`config.mk`:
```
export PLATFORM = sky130hd
export DESIGN_NAME = change_report_spi
export DESIGN_NICKNAME = d
export VERILOG_FILES = /design/src/rtl/cr_pkg.sv /design/src/rtl/cr_sync.sv /design/src/rtl/cr_scan_seq.sv /design/src/rtl/cr_spi_tx.sv /design/src/rtl/change_report_spi.sv
export SDC_FILE = /design/constraint.sdc
export NUM_CORES = 1
export LEC_CHECK = 0
export BUFFER_PORTS_ARGS = -buffer_cell sky130_fd_sc_hd__clkbuf_2
export CAP_MARGIN = 20
export CORE_ASPECT_RATIO = 1.4
export CORE_MARGIN = 3
export CORE_UTILIZATION = 35
export CTS_CLUSTER_DIAMETER = 120
export CTS_CLUSTER_SIZE = 10
export DETAILED_ROUTE_END_ITERATION = 8
export PLACE_DENSITY = 0.64
export SETUP_SLACK_MARGIN = 0.3
export SLEW_MARGIN = 20
export SYNTH_ARGS = -nofsm -noshare
export SYNTH_HDL_FRONTEND = slang
export SYNTH_SLANG_ARGS = --single-unit
```
`constraint.sdc`:
```
create_clock -name clk -period 10.1 [get_ports clk]
set_input_delay 1.515 -clock clk [delete_from_list [all_inputs] [get_ports clk]]
set_output_delay 1.515 -clock clk [all_outputs]
set_load 0.02 [all_outputs]
```
`src/rtl/cr_pkg.sv`:
```
package cr_pkg;
  localparam int FRAME_W = 32;
  localparam int IDX_W   = 10;
  localparam int CNT_W   = 2;
  localparam int PAD_W   = FRAME_W - CNT_W - 2 * IDX_W;

  typedef enum logic [1:0] {
    SC_PRIME = 2'd0,
    SC_SCAN  = 2'd1,
    SC_HOLD  = 2'd2
  } scan_state_t;

  typedef struct packed {
    logic [CNT_W-1:0] cnt;
    logic [IDX_W-1:0] idx_lo;
    logic [IDX_W-1:0] idx_hi;
  } report_t;

  function automatic logic [FRAME_W-1:0] to_frame(input report_t r);
    return {r, {PAD_W{1'b0}}};
  endfunction
endpackage

```
`src/rtl/cr_sync.sv`:
```
module cr_sync #(
  parameter int W      = 1,
  parameter int STAGES = 2
) (
  input  logic         clk,
  input  logic [W-1:0] d,
  output logic [W-1:0] q
);
  logic [STAGES-1:0][W-1:0] stg;

  always_ff @(posedge clk) begin
    stg[0] <= d;
    for (int i = 1; i < STAGES; i++) stg[i] <= stg[i-1];
  end

  assign q = stg[STAGES-1];
endmodule

```
`src/rtl/cr_scan_seq.sv`:
```
module cr_scan_seq
  import cr_pkg::*;
#(
  parameter int NUM_PORTS = 8,
  parameter int PORT_W    = 16
) (
  input  logic                        clk,
  input  logic                        rst_n,
  input  logic [NUM_PORTS*PORT_W-1:0] pins_s,
  input  logic                        rpt_ready,
  output logic                        rpt_valid,
  output report_t                     rpt
);
  localparam int PTR_W = (NUM_PORTS > 1) ? $clog2(NUM_PORTS) : 1;
  localparam logic [PTR_W-1:0] LAST = PTR_W'(NUM_PORTS - 1);

  scan_state_t                          state;
  logic [PTR_W-1:0]                     ptr;
  logic [NUM_PORTS-1:0][PORT_W-1:0]     ref_q;
  logic [PORT_W-1:0]                    cur, diff;
  logic [PTR_W-1:0]                     ptr_nx;
  logic [IDX_W-1:0]                     base, lo, hi;
  logic                                 f0, f1, more;
  report_t                              found;

  assign cur    = pins_s[int'(ptr)*PORT_W +: PORT_W];
  assign diff   = cur ^ ref_q[ptr];
  assign ptr_nx = (ptr == LAST) ? '0 : ptr + 1'b1;
  assign base   = IDX_W'(int'(ptr) * PORT_W);

  // lowest two changed bits of the current port
  always_comb begin
    f0 = 1'b0; f1 = 1'b0; more = 1'b0;
    lo = '0;   hi = '0;
    for (int b = 0; b < PORT_W; b++) begin
      if (diff[b]) begin
        if (!f0) begin
          f0 = 1'b1; lo = base + IDX_W'(b);
        end else if (!f1) begin
          f1 = 1'b1; hi = base + IDX_W'(b);
        end else begin
          more = 1'b1;
        end
      end
    end
    found.cnt    = more ? 2'd3 : (f1 ? 2'd2 : 2'd1);
    found.idx_lo = lo;
    found.idx_hi = hi;
  end

  always_ff @(posedge clk) begin
    if (!rst_n) begin
      state <= SC_PRIME;
      ptr   <= '0;
      ref_q <= '0;
      rpt   <= '0;
    end else begin
      unique case (state)
        SC_PRIME: begin
          ref_q[ptr] <= cur;
          ptr        <= ptr_nx;
          if (ptr == LAST) state <= SC_SCAN;
        end
        SC_SCAN: begin
          ptr <= ptr_nx;
          if (diff != '0) begin
            ref_q[ptr] <= cur;
            rpt        <= found;
            state      <= SC_HOLD;
          end
        end
        SC_HOLD: if (rpt_ready) state <= SC_SCAN;
        default: state <= SC_PRIME;
      endcase
    end
  end

  assign rpt_valid = (state == SC_HOLD);


  ref_frozen_chk: assert property (@(posedge clk) disable iff (!rst_n)
    (state == SC_HOLD) |=> $stable(ref_q));

  cnt_nonzero_chk: assert property (@(posedge clk) disable iff (!rst_n)
    rpt_valid |-> (rpt.cnt != 2'd0));

  ptr_range_chk: assert property (@(posedge clk) disable iff (!rst_n)
    int'(ptr) < NUM_PORTS);

  ptr_hold_chk: assert property (@(posedge clk) disable iff (!rst_n)
    (rpt_valid && $past(rpt_valid)) |-> $stable(ptr));
endmodule

```
`src/rtl/cr_spi_tx.sv`:
```
module cr_spi_tx
  import cr_pkg::*;
(
  input  logic               clk,
  input  logic               rst_n,
  input  logic               sclk_s,
  input  logic               cs_s,
  input  logic               rpt_valid,
  input  logic [FRAME_W-1:0] frame,
  output logic               rpt_ready,
  output logic               miso
);
  localparam int BIT_W = $clog2(FRAME_W + 1);
  localparam logic [BIT_W-1:0] FULL = BIT_W'(FRAME_W);

  logic               sclk_d, cs_d;
  logic [FRAME_W-1:0] sr;
  logic [BIT_W-1:0]   bits;
  logic               cs_rise, cs_fall, sk_rise, sk_fall;

  assign cs_rise = cs_s & ~cs_d;
  assign cs_fall = ~cs_s & cs_d;
  assign sk_rise = sclk_s & ~sclk_d;
  assign sk_fall = ~sclk_s & sclk_d;

  always_ff @(posedge clk) begin
    if (!rst_n) begin
      sclk_d    <= 1'b0;
      cs_d      <= 1'b1;
      sr        <= '0;
      bits      <= '0;
      rpt_ready <= 1'b0;
    end else begin
      sclk_d    <= sclk_s;
      cs_d      <= cs_s;
      rpt_ready <= cs_rise && (bits == FULL) && rpt_valid;
      if (cs_fall) begin
        sr   <= rpt_valid ? frame : '0;
        bits <= '0;
      end else if (!cs_s) begin
        if (sk_rise && bits != FULL) bits <= bits + 1'b1;
        if (sk_fall) sr <= {sr[FRAME_W-2:0], 1'b0};
      end
    end
  end

  assign miso = cs_s ? 1'b0 : sr[FRAME_W-1];


  ready_pulse_chk: assert property (@(posedge clk) disable iff (!rst_n)
    rpt_ready |=> !rpt_ready);

  bits_cap_chk: assert property (@(posedge clk) disable iff (!rst_n)
    bits <= FULL);

  miso_idle_chk: assert property (@(posedge clk) disable iff (!rst_n)
    cs_s |-> !miso);
endmodule

```
`src/rtl/change_report_spi.sv`:
```
module change_report_spi
  import cr_pkg::*;
#(
  parameter int NUM_PORTS = 8,
  parameter int PORT_W    = 16
) (
  input  logic                        clk,
  input  logic                        rst_n,
  input  logic [NUM_PORTS*PORT_W-1:0] pins_in,
  input  logic                        spi_sclk,
  input  logic                        spi_cs_n,
  output logic                        spi_miso,
  output logic                        irq
);
  localparam int PIN_W = NUM_PORTS * PORT_W;

  logic [PIN_W-1:0] pins_s;
  logic [1:0]       spi_s;
  logic             rpt_valid, rpt_ready;
  report_t          rpt;

  cr_sync #(.W(PIN_W), .STAGES(2)) u_pin_sync (
    .clk(clk), .d(pins_in), .q(pins_s));

  cr_sync #(.W(2), .STAGES(2)) u_spi_sync (
    .clk(clk), .d({spi_cs_n, spi_sclk}), .q(spi_s));

  cr_scan_seq #(.NUM_PORTS(NUM_PORTS), .PORT_W(PORT_W)) u_scan (
    .clk(clk), .rst_n(rst_n), .pins_s(pins_s),
    .rpt_ready(rpt_ready), .rpt_valid(rpt_valid), .rpt(rpt));

  cr_spi_tx u_spi (
    .clk(clk), .rst_n(rst_n), .sclk_s(spi_s[0]), .cs_s(spi_s[1]),
    .rpt_valid(rpt_valid), .frame(to_frame(rpt)),
    .rpt_ready(rpt_ready), .miso(spi_miso));

  assign irq = rpt_valid;


  ack_needs_pending_chk: assert property (@(posedge clk) disable iff (!rst_n)
    rpt_ready |-> rpt_valid);

  irq_clear_chk: assert property (@(posedge clk) disable iff (!rst_n)
    $fell(irq) |-> $past(rpt_ready));
endmodule

```
## Word level (Yosys, flattened, before mapping)

Index checks and enable logic that the tools add are counted.

- Flip-flop bits (word level): 456

- Add/subtract/negate cells: 17
- $lt $le $gt $ge: 2
- Equal/unequal tests: 9
- Shifts and indexed selects: 1
- Mux-type cells: 181
- Bitwise operators: 10
- Reductions and logical operators: 15

Operators with widths:

| kind | count |
|---|---|
| 2-to-1 mux 10 bit | 74 |
| one-hot mux 128 bit (2 select lines) | 1 |
| bitwise mux 128 bit | 1 |
| 2-to-1 mux 128 bit | 1 |
| 2-to-1 mux 32 bit | 4 |
| variable part select 128 x 8 -> 16 bit | 1 |
| 2-to-1 mux 1 bit | 88 |
| adder 7 x 4 -> 8 bit, second input constant | 8 |
| binary-select mux 16 bit (select 3 bit) | 1 |
| demux 16 bit (select 3 bit) | 1 |
| adder 7 x 3 -> 8 bit, second input constant | 4 |
| 2-to-1 mux 16 bit | 2 |
| adder 7 x 2 -> 8 bit, second input constant | 2 |
| nonzero test 16 bit | 1 |
| bitwise XOR 16 bit | 1 |
| 2-to-1 mux 2 bit | 5 |
| adder 7 x 1 -> 8 bit, second input constant | 1 |
| AND reduction 2 bit | 4 |
| 2-to-1 mux 7 bit | 1 |
| adder 6 x 1 -> 6 bit, second input constant | 1 |
| == test 6 bit, second input constant | 1 |
| inequality test 2 x 1 -> 1 bit, second input constant | 3 |
| inequality test 6 bit, second input constant | 1 |
| one-hot mux 2 bit (3 select lines) | 1 |
| other kinds (15) | 27 |

## Depth between registers and ports, before layout

- Depth after elaboration: 49
- Gate-level depth with buffers: 25
- Gate-level depth less buffers: 18

## Hierarchy

From an unflattened synthesis, not the netlist that was laid out.

- Cells, all modules: 1639
- Area, all modules: 17629.4 sq um

Modules (own cells, without submodules):

| module | instances | cells an instance | area an instance (sq um) | seq. area each (sq um) |
|---|---|---|---|---|
| cr_scan_seq | 1 | 1022 | 9482.8 | 2982.9 |
| cr_sync (u_pin_sync) | 1 | 384 | 6085.8 | 5124.9 |
| cr_spi_tx | 1 | 226 | 1961.9 | 820.8 |
| cr_sync (u_spi_sync) | 1 | 6 | 95.1 | 80.1 |
| change_report_spi | 1 | 1 | 3.8 | 0.0 |

## Worst setup path before layout

OpenSTA, ideal clock, no wires.

- Path kind: flip-flop to flip-flop
- Start point: register u_scan.ptr[0]
- End point: register u_scan.rpt[20] (netlist name)
- Arrival: 4.789 ns
- Required time: 9.980 ns
- Path slack: 5.191 ns
- Cell stages (with the launch flop): 24
- Buffers on the path: 6
- Period minus slack after synthesis: 4.909 ns
- Path through: dfxtp_1 > buf_6 > buf_12 > buf_6 > buf_4 > buf_2 > mux2_2 > a221oi_1 > o22ai_1 > xor2_1 > ha_1 > inv_1 > nor2_1 > o211a_1 > or2_1 > buf_1 > o21ai_2 > o41ai_1 > nand3_1 > a211oi_4 > maj3_1 > nand4_1 > nor3_1 > a21oi_1

- Word-level cells in the longest chain between the ends: 49
- Elaborated cells between the ends (all ways): 95
- Classes of those cells: shift: 1; mux: 91; bitwise: 1; reduce/logical: 2

Ends and longest elaborated chain:

| what | line | source |
|---|---|---|
| start, declared | cr_scan_seq.sv:18 | `logic [PTR_W-1:0] ptr;` |
| start signal, assigned | cr_scan_seq.sv:61 | `ptr <= ptr_nx;` |
| start signal, assigned | cr_scan_seq.sv:65 | `ptr <= ptr_nx;` |
| branches (longest 2 deep; another with variable part select 128 x 8 -> 16 bit) | -- |  |
| bitwise XOR 16 bit * | cr_scan_seq.sv:27 | `assign diff = cur ^ ref_q[ptr];` |
| 2-to-1 mux 1 bit | cr_scan_seq.sv:36 | `if (diff[b]) begin` |
| 2-to-1 mux 1 bit | cr_scan_seq.sv:37 | `if (!f0) begin` |
| 2-to-1 mux 1 bit | cr_scan_seq.sv:36 |  |
| 2-to-1 mux 1 bit | cr_scan_seq.sv:39 | `end else if (!f1) begin` |
| 2-to-1 mux 1 bit | cr_scan_seq.sv:37 |  |
| 2-to-1 mux 1 bit | cr_scan_seq.sv:36 |  |
| [32 not listed] | -- |  |
| 2-to-1 mux 1 bit | cr_scan_seq.sv:36 |  |
| 2-to-1 mux 1 bit | cr_scan_seq.sv:39 |  |
| 2-to-1 mux 1 bit | cr_scan_seq.sv:37 |  |
| 2-to-1 mux 1 bit | cr_scan_seq.sv:36 |  |
| 2-to-1 mux 1 bit | cr_scan_seq.sv:39 |  |
| 2-to-1 mux 1 bit | cr_scan_seq.sv:37 |  |
| 2-to-1 mux 1 bit | cr_scan_seq.sv:36 |  |
| 2-to-1 mux 2 bit | cr_scan_seq.sv:46 | `found.cnt = more ? 2'd3 : (f1 ? 2'd2 : 2'd1);` |

Mark *: on every way between the ends. The select of a mux whose other input is x is not followed.
A chain may end at the register's enable or synchronous reset.

## Worst setup path in the final report

- Start point: register u_scan.ptr[0]
- End point: register u_scan.rpt[20] (netlist name)

- Word-level cells in the longest chain between the ends: 49
- Elaborated cells between the ends (all ways): 95
- Classes of those cells: shift: 1; mux: 91; bitwise: 1; reduce/logical: 2

Ends and longest elaborated chain:

| what | line |
|---|---|
| branches (longest 2 deep; another with variable part select 128 x 8 -> 16 bit) | -- |
| bitwise XOR 16 bit * | cr_scan_seq.sv:27 |
| 2-to-1 mux 1 bit | cr_scan_seq.sv:36 |
| 2-to-1 mux 1 bit | cr_scan_seq.sv:37 |
| 2-to-1 mux 1 bit | cr_scan_seq.sv:36 |
| 2-to-1 mux 1 bit | cr_scan_seq.sv:39 |
| 2-to-1 mux 1 bit | cr_scan_seq.sv:37 |
| 2-to-1 mux 1 bit | cr_scan_seq.sv:36 |
| [32 not listed] | -- |
| 2-to-1 mux 1 bit | cr_scan_seq.sv:36 |
| 2-to-1 mux 1 bit | cr_scan_seq.sv:39 |
| 2-to-1 mux 1 bit | cr_scan_seq.sv:37 |
| 2-to-1 mux 1 bit | cr_scan_seq.sv:36 |
| 2-to-1 mux 1 bit | cr_scan_seq.sv:39 |
| 2-to-1 mux 1 bit | cr_scan_seq.sv:37 |
| 2-to-1 mux 1 bit | cr_scan_seq.sv:36 |
| 2-to-1 mux 2 bit | cr_scan_seq.sv:46 |

Marks and branches as above.

==> metrics.txt <==
# TYPE chip_impl_metric gauge
chip_impl_info{name="run_status",value="complete, no violations"} 1
chip_impl_info{name="postSynth.topFlopCell",value="sky130_fd_sc_hd__dfxtp_1"} 1
chip_impl_metric{name="critical_path_max_stage_delay",unit="ps"} 670
chip_impl_info{name="hold_class",value="reg2reg"} 1
chip_impl_metric{name="grt_pass1_vias",unit=""} 11700
chip_impl_metric{name="synth_enable_flop_cells",unit=""} 0
chip_impl_metric{name="clock_latency",unit="ps"} 580
chip_impl_metric{name="starting_density",unit=""} 0.355
chip_impl_metric{name="maxSlewHeadroom",unit=""} 0.202
chip_impl_info{name="most_common_cell_after_layout_fill_and_taps_aside",value="sky130_fd_sc_hd__dfxtp_1"} 1
chip_impl_metric{name="ctsResizeCount",unit=""} 0
chip_impl_metric{name="via_per_inst",unit=""} 5.26
chip_impl_metric{name="cts-hold-fix-buffers",unit=""} 0
chip_impl_metric{name="globalRoute.totalOverflow",unit=""} 0
chip_impl_metric{name="htree_levels",unit=""} 2
chip_impl_metric{name="final_layout_size_suffix_gt1_frac",unit=""} 0.187
chip_impl_info{name="worst_path_dominant_cell_family",value="simple AND/OR/NAND/NOR gates"} 1
chip_impl_metric{name="synthAdderAreaFrac",unit=""} 0.00964
chip_impl_info{name="largest_family_of_logic_cells_by_synthesized_area",value="simple AND/OR/NAND/NOR gates"} 1
chip_impl_metric{name="groute.layer.met2.usage",unit=""} 0.300
chip_impl_metric{name="synth_nets",unit=""} 1640
chip_impl_metric{name="initial_antenna_violation_count",unit=""} 0
chip_impl_metric{name="yosysWarningCount",unit=""} 0
chip_impl_metric{name="final.min_clock_period",unit="ps"} 6310
chip_impl_metric{name="multiInputGateArea",unit="mm²"} 0.00640
chip_impl_metric{name="synth-simple-area-share",unit=""} 0.147
chip_impl_metric{name="maximum_buffer_depth_of_the_clock_tree",unit=""} 3
chip_impl_metric{name="register_area",unit="mm²"} 0.00882
chip_impl_metric{name="floorplan.die.width",unit="µm"} 185
chip_impl_metric{name="tightest_slew",unit="ps"} 1200
chip_impl_metric{name="timing.critical_path.arrival",unit="ps"} 6760
chip_impl_info{name="commonest_cells_after_routing_fill_and_taps_aside",value="437 x sky130_fd_sc_hd__dfxtp_1, 247 x sky130_fd_sc_hd__nor2_1, 133 x sky130_fd_sc_hd__clkbuf_2"} 1
chip_impl_metric{name="worst_clock_skew",unit="ps"} 41.3
chip_impl_metric{name="final.period_utilization",unit=""} 0.624
chip_impl_metric{name="synth_top_cell_area_share",unit=""} 0.561
chip_impl_metric{name="met3_usage",unit=""} 0.0234
chip_impl_metric{name="worst_path_clk_slew",unit="ps"} 60
chip_impl_info{name="synth_top_cell_by_area",value="sky130_fd_sc_hd__dfxtp_1"} 1
chip_impl_metric{name="reported_leakage_power",unit="nW"} 6.99
chip_impl_metric{name="post-cts-setup-buffer-count",unit=""} 0
chip_impl_metric{name="drt-total-wl",unit="µm"} 39400
chip_impl_metric{name="final-hold-violation-count",unit=""} 0
chip_impl_metric{name="antenna-diode-count",unit=""} 0
chip_impl_metric{name="synthToLayoutAreaGrowth",unit="%"} 15.4
chip_impl_metric{name="post_synth_inst_count",unit=""} 1500
chip_impl_metric{name="synth-xor-area-share",unit=""} 0.0226
chip_impl_metric{name="grt_start_max_net_pins",unit=""} 89
chip_impl_metric{name="setup_viol",unit=""} 0
chip_impl_metric{name="syn_avg_cell_area",unit="µm²"} 10.5
chip_impl_metric{name="required",unit="ps"} 10560
chip_impl_metric{name="dr.first_iter.drc_count",unit=""} 773
chip_impl_metric{name="ys_types",unit=""} 94
chip_impl_metric{name="drc_errors",unit=""} 0
chip_impl_info{name="root_buffer",value="sky130_fd_sc_hd__clkbuf_16"} 1
chip_impl_metric{name="share_of_the_yosys_chip_area_belonging_to_registers",unit=""} 0.561
chip_impl_info{name="busiest_layer_in_global_routing",value="met2"} 1
chip_impl_metric{name="maximum_fanout_along_the_worst_path",unit=""} 30
chip_impl_metric{name="die_boundary_height",unit="µm"} 257
chip_impl_info{name="rsz0062_at_grt",value="no"} 1
chip_impl_metric{name="fp-row-count",unit=""} 91
chip_impl_metric{name="number_of_fill_cells_in_the_layout",unit=""} 4254
chip_impl_info{name="startpoint_type",value="flip-flop"} 1
chip_impl_metric{name="globalRouteTotalUtil",unit=""} 0.165
chip_impl_metric{name="final.setup.tns",unit="ps"} 0
chip_impl_metric{name="multiplexer_share_of_the_synthesized_area",unit=""} 0.0980
chip_impl_metric{name="peakVddDrop",unit="V"} 0.000187
chip_impl_metric{name="buf_inv_on_cp",unit=""} 1
chip_impl_metric{name="gp_congestion",unit=""} 0.918
chip_impl_info{name="synth.top_cells.by_area",value="sky130_fd_sc_hd__dfxtp_1 56%, sky130_fd_sc_hd__nor2_1 5.9%, sky130_fd_sc_hd__mux2i_1 4.5%"} 1
chip_impl_metric{name="ys_async_sr_fraction",unit=""} 0
chip_impl_metric{name="max_clock_freq",unit="MHz"} 159
chip_impl_metric{name="ys_ff_latch",unit=""} 440
chip_impl_metric{name="port-buffer-count",unit=""} 133
chip_impl_metric{name="drt-pass1-iter-count",unit=""} 6
chip_impl_metric{name="fin_util",unit=""} 0.410
chip_impl_info{name="crit_path_end_kind",value="flip-flop"} 1
chip_impl_metric{name="drt-wirelength-per-cell",unit="µm"} 18.1
chip_impl_metric{name="grt_pass1_wl",unit="µm"} 63000
chip_impl_metric{name="dp_hpwl",unit="µm"} 26500
chip_impl_metric{name="slew_viol_final",unit=""} 0
chip_impl_metric{name="clock_sinks",unit=""} 440
chip_impl_metric{name="synth-compound-area-share",unit=""} 0.130
chip_impl_metric{name="cts-buffers-inserted",unit=""} 50
chip_impl_metric{name="finalNetCount",unit=""} 1759
chip_impl_metric{name="drv.max_cap_violation_count",unit=""} 0
chip_impl_metric{name="boundaryPins",unit=""} 134
chip_impl_metric{name="via_count",unit=""} 11500
chip_impl_metric{name="postRouteAntennaNets",unit=""} 0
chip_impl_metric{name="floorplan.core_area",unit="mm²"} 0.0442
chip_impl_metric{name="syn_area",unit="mm²"} 0.0157
chip_impl_metric{name="grt_use_met1",unit=""} 0.188
chip_impl_metric{name="p_per_area",unit="mW/mm²"} 233
chip_impl_info{name="worst-setup-path-type",value="reg2reg"} 1
chip_impl_info{name="tritoncts",value="done"} 1
chip_impl_info{name="cp_slowest_cell",value="sky130_fd_sc_hd__dfxtp_4"} 1
chip_impl_info{name="worstPathCellList",value="nor2b_1 -> a221oi_1 -> o22ai_1 -> xor2_1 -> ha_1 -> inv_1 -> nor2_1 -> o211a_1 -> nor2_1 -> a21oi_1 -> nand4_1 -> or3_4 -> a211oi_4 -> maj3_1 -> nand4_1 -> nor3_1 -> a21oi_1"} 1
chip_impl_metric{name="floorplan.die_area",unit="mm²"} 0.0475
## path summary, 6_finish.rpt
kind                         startpoint                          end  slack, ps  depth (start not counted)
min          u_pin_sync.stg[13]$_DFF_P_     u_pin_sync.q[13]$_DFF_P_        320                          0
max          u_scan.ptr[0]$_SDFFE_PN0P_  u_scan.rpt[20]$_SDFFE_PN0P_       3790                         17
min reg2reg  u_pin_sync.stg[13]$_DFF_P_     u_pin_sync.q[13]$_DFF_P_        320                          0
max reg2reg  u_scan.ptr[0]$_SDFFE_PN0P_  u_scan.rpt[20]$_SDFFE_PN0P_       3790                         17
## stage by stage
step / power (W) / instance area (µm²) / hold slack (ps) / instances / worst slack (ps)
6_report: 0.00422 / 18100 / 320 / 2182 / 3790
5_1_grt: 0.00441 / 18100 / 324 / 2182 / 3290
3_5_place_dp: 0.00270 / 16800 / 312 / 2124 / 3900
4_1_cts: 0.00425 / 18100 / 317 / 2181 / 3850
3_3_place_gp: 0.00269 / 16800 / 310 / 2124 / 4210
2_1_floorplan: 0.00246 / 15700 / 310 / 1500 / 5190
## logic make-up after synthesis
logic type | count (synthesis)
AO/OA/AOI/OAI | 286
XOR/XNOR | 38
adder cells (fa/ha/maj) | 13
buffers and inverters | 100
flip-flops | 440
multiplexers | 117
AND/OR/NAND/NOR | 506
## where the power goes
group | switching, W | leakage, nW | internal [W] | total, W
clock | 0.000648 | 0.660 | 0.000894 | 0.00154
combinational | 0.000512 | 2.68 | 0.000283 | 0.000795
sequential | 0.0000485 | 3.66 | 0.00183 | 0.00188
total | 0.00121 | 6.99 | 0.00301 | 0.00422
## area by class of cell
| type | count | share of cell area |
|---|---|---|
| clock inverters | 4 | 0.00352 |
| flip-flops and latches | 440 | 0.487 |
| inverters | 17 | 0.00366 |
| clock buffers | 53 | 0.0708 |
| well taps | 558 | 0.0385 |
| multi-input cells | 960 | 0.353 |
| repair buffers | 150 | 0.0438 |
## per-layer routing
metal | up-vias | routed length, µm
li1 | 5515 | -
met1 | 5484 | 15100
met2 | 379 | 20600
met3 | 106 | 2090
met4 | 0 | 1650
met5 | - | 0
## flip-flops by register name, summed over array words and instances, names as in the netlist
name	count
u_spi.bits	6
u_spi.rpt_ready	1
u_scan.ptr	3
u_pin_sync.stg	128
u_spi.sr	22
u_spi_sync.stg	2
u_spi.cs_d	1
u_scan.state	2
u_spi.sclk_d	1
u_scan.rpt	16
u_scan.ref_q	128
u_spi_sync.q	2
u_pin_sync.q	128
## synth_stat cells, types with 5 or more instances
cell	n
sky130_fd_sc_hd__dfxtp_1	440
sky130_fd_sc_hd__nor2_1	247
sky130_fd_sc_hd__nand2_1	100
sky130_fd_sc_hd__a21oi_1	80
sky130_fd_sc_hd__mux2i_1	71
sky130_fd_sc_hd__nor3_1	58
sky130_fd_sc_hd__a211oi_1	51
sky130_fd_sc_hd__clkbuf_1	40
sky130_fd_sc_hd__a221oi_1	30
sky130_fd_sc_hd__mux4_2	27
sky130_fd_sc_hd__buf_2	24
sky130_fd_sc_hd__o21ai_0	24
sky130_fd_sc_hd__xnor2_1	23
sky130_fd_sc_hd__mux2_2	17
sky130_fd_sc_hd__inv_1	15
sky130_fd_sc_hd__a22oi_1	14
sky130_fd_sc_hd__nand3_1	13
sky130_fd_sc_hd__xor2_1	12
sky130_fd_sc_hd__o22ai_1	10
sky130_fd_sc_hd__nand4_1	9
sky130_fd_sc_hd__and2_1	8
sky130_fd_sc_hd__buf_6	8
sky130_fd_sc_hd__ha_1	8
sky130_fd_sc_hd__nand2b_1	8
sky130_fd_sc_hd__nor2b_1	8
sky130_fd_sc_hd__nand2_2	7
sky130_fd_sc_hd__buf_4	6
sky130_fd_sc_hd__and3_1	5
sky130_fd_sc_hd__nand3b_1	5
sky130_fd_sc_hd__o211ai_1	5
sky130_fd_sc_hd__o41ai_1	5
sky130_fd_sc_hd__or2_2	5
(Power assumes the default switching activity.)
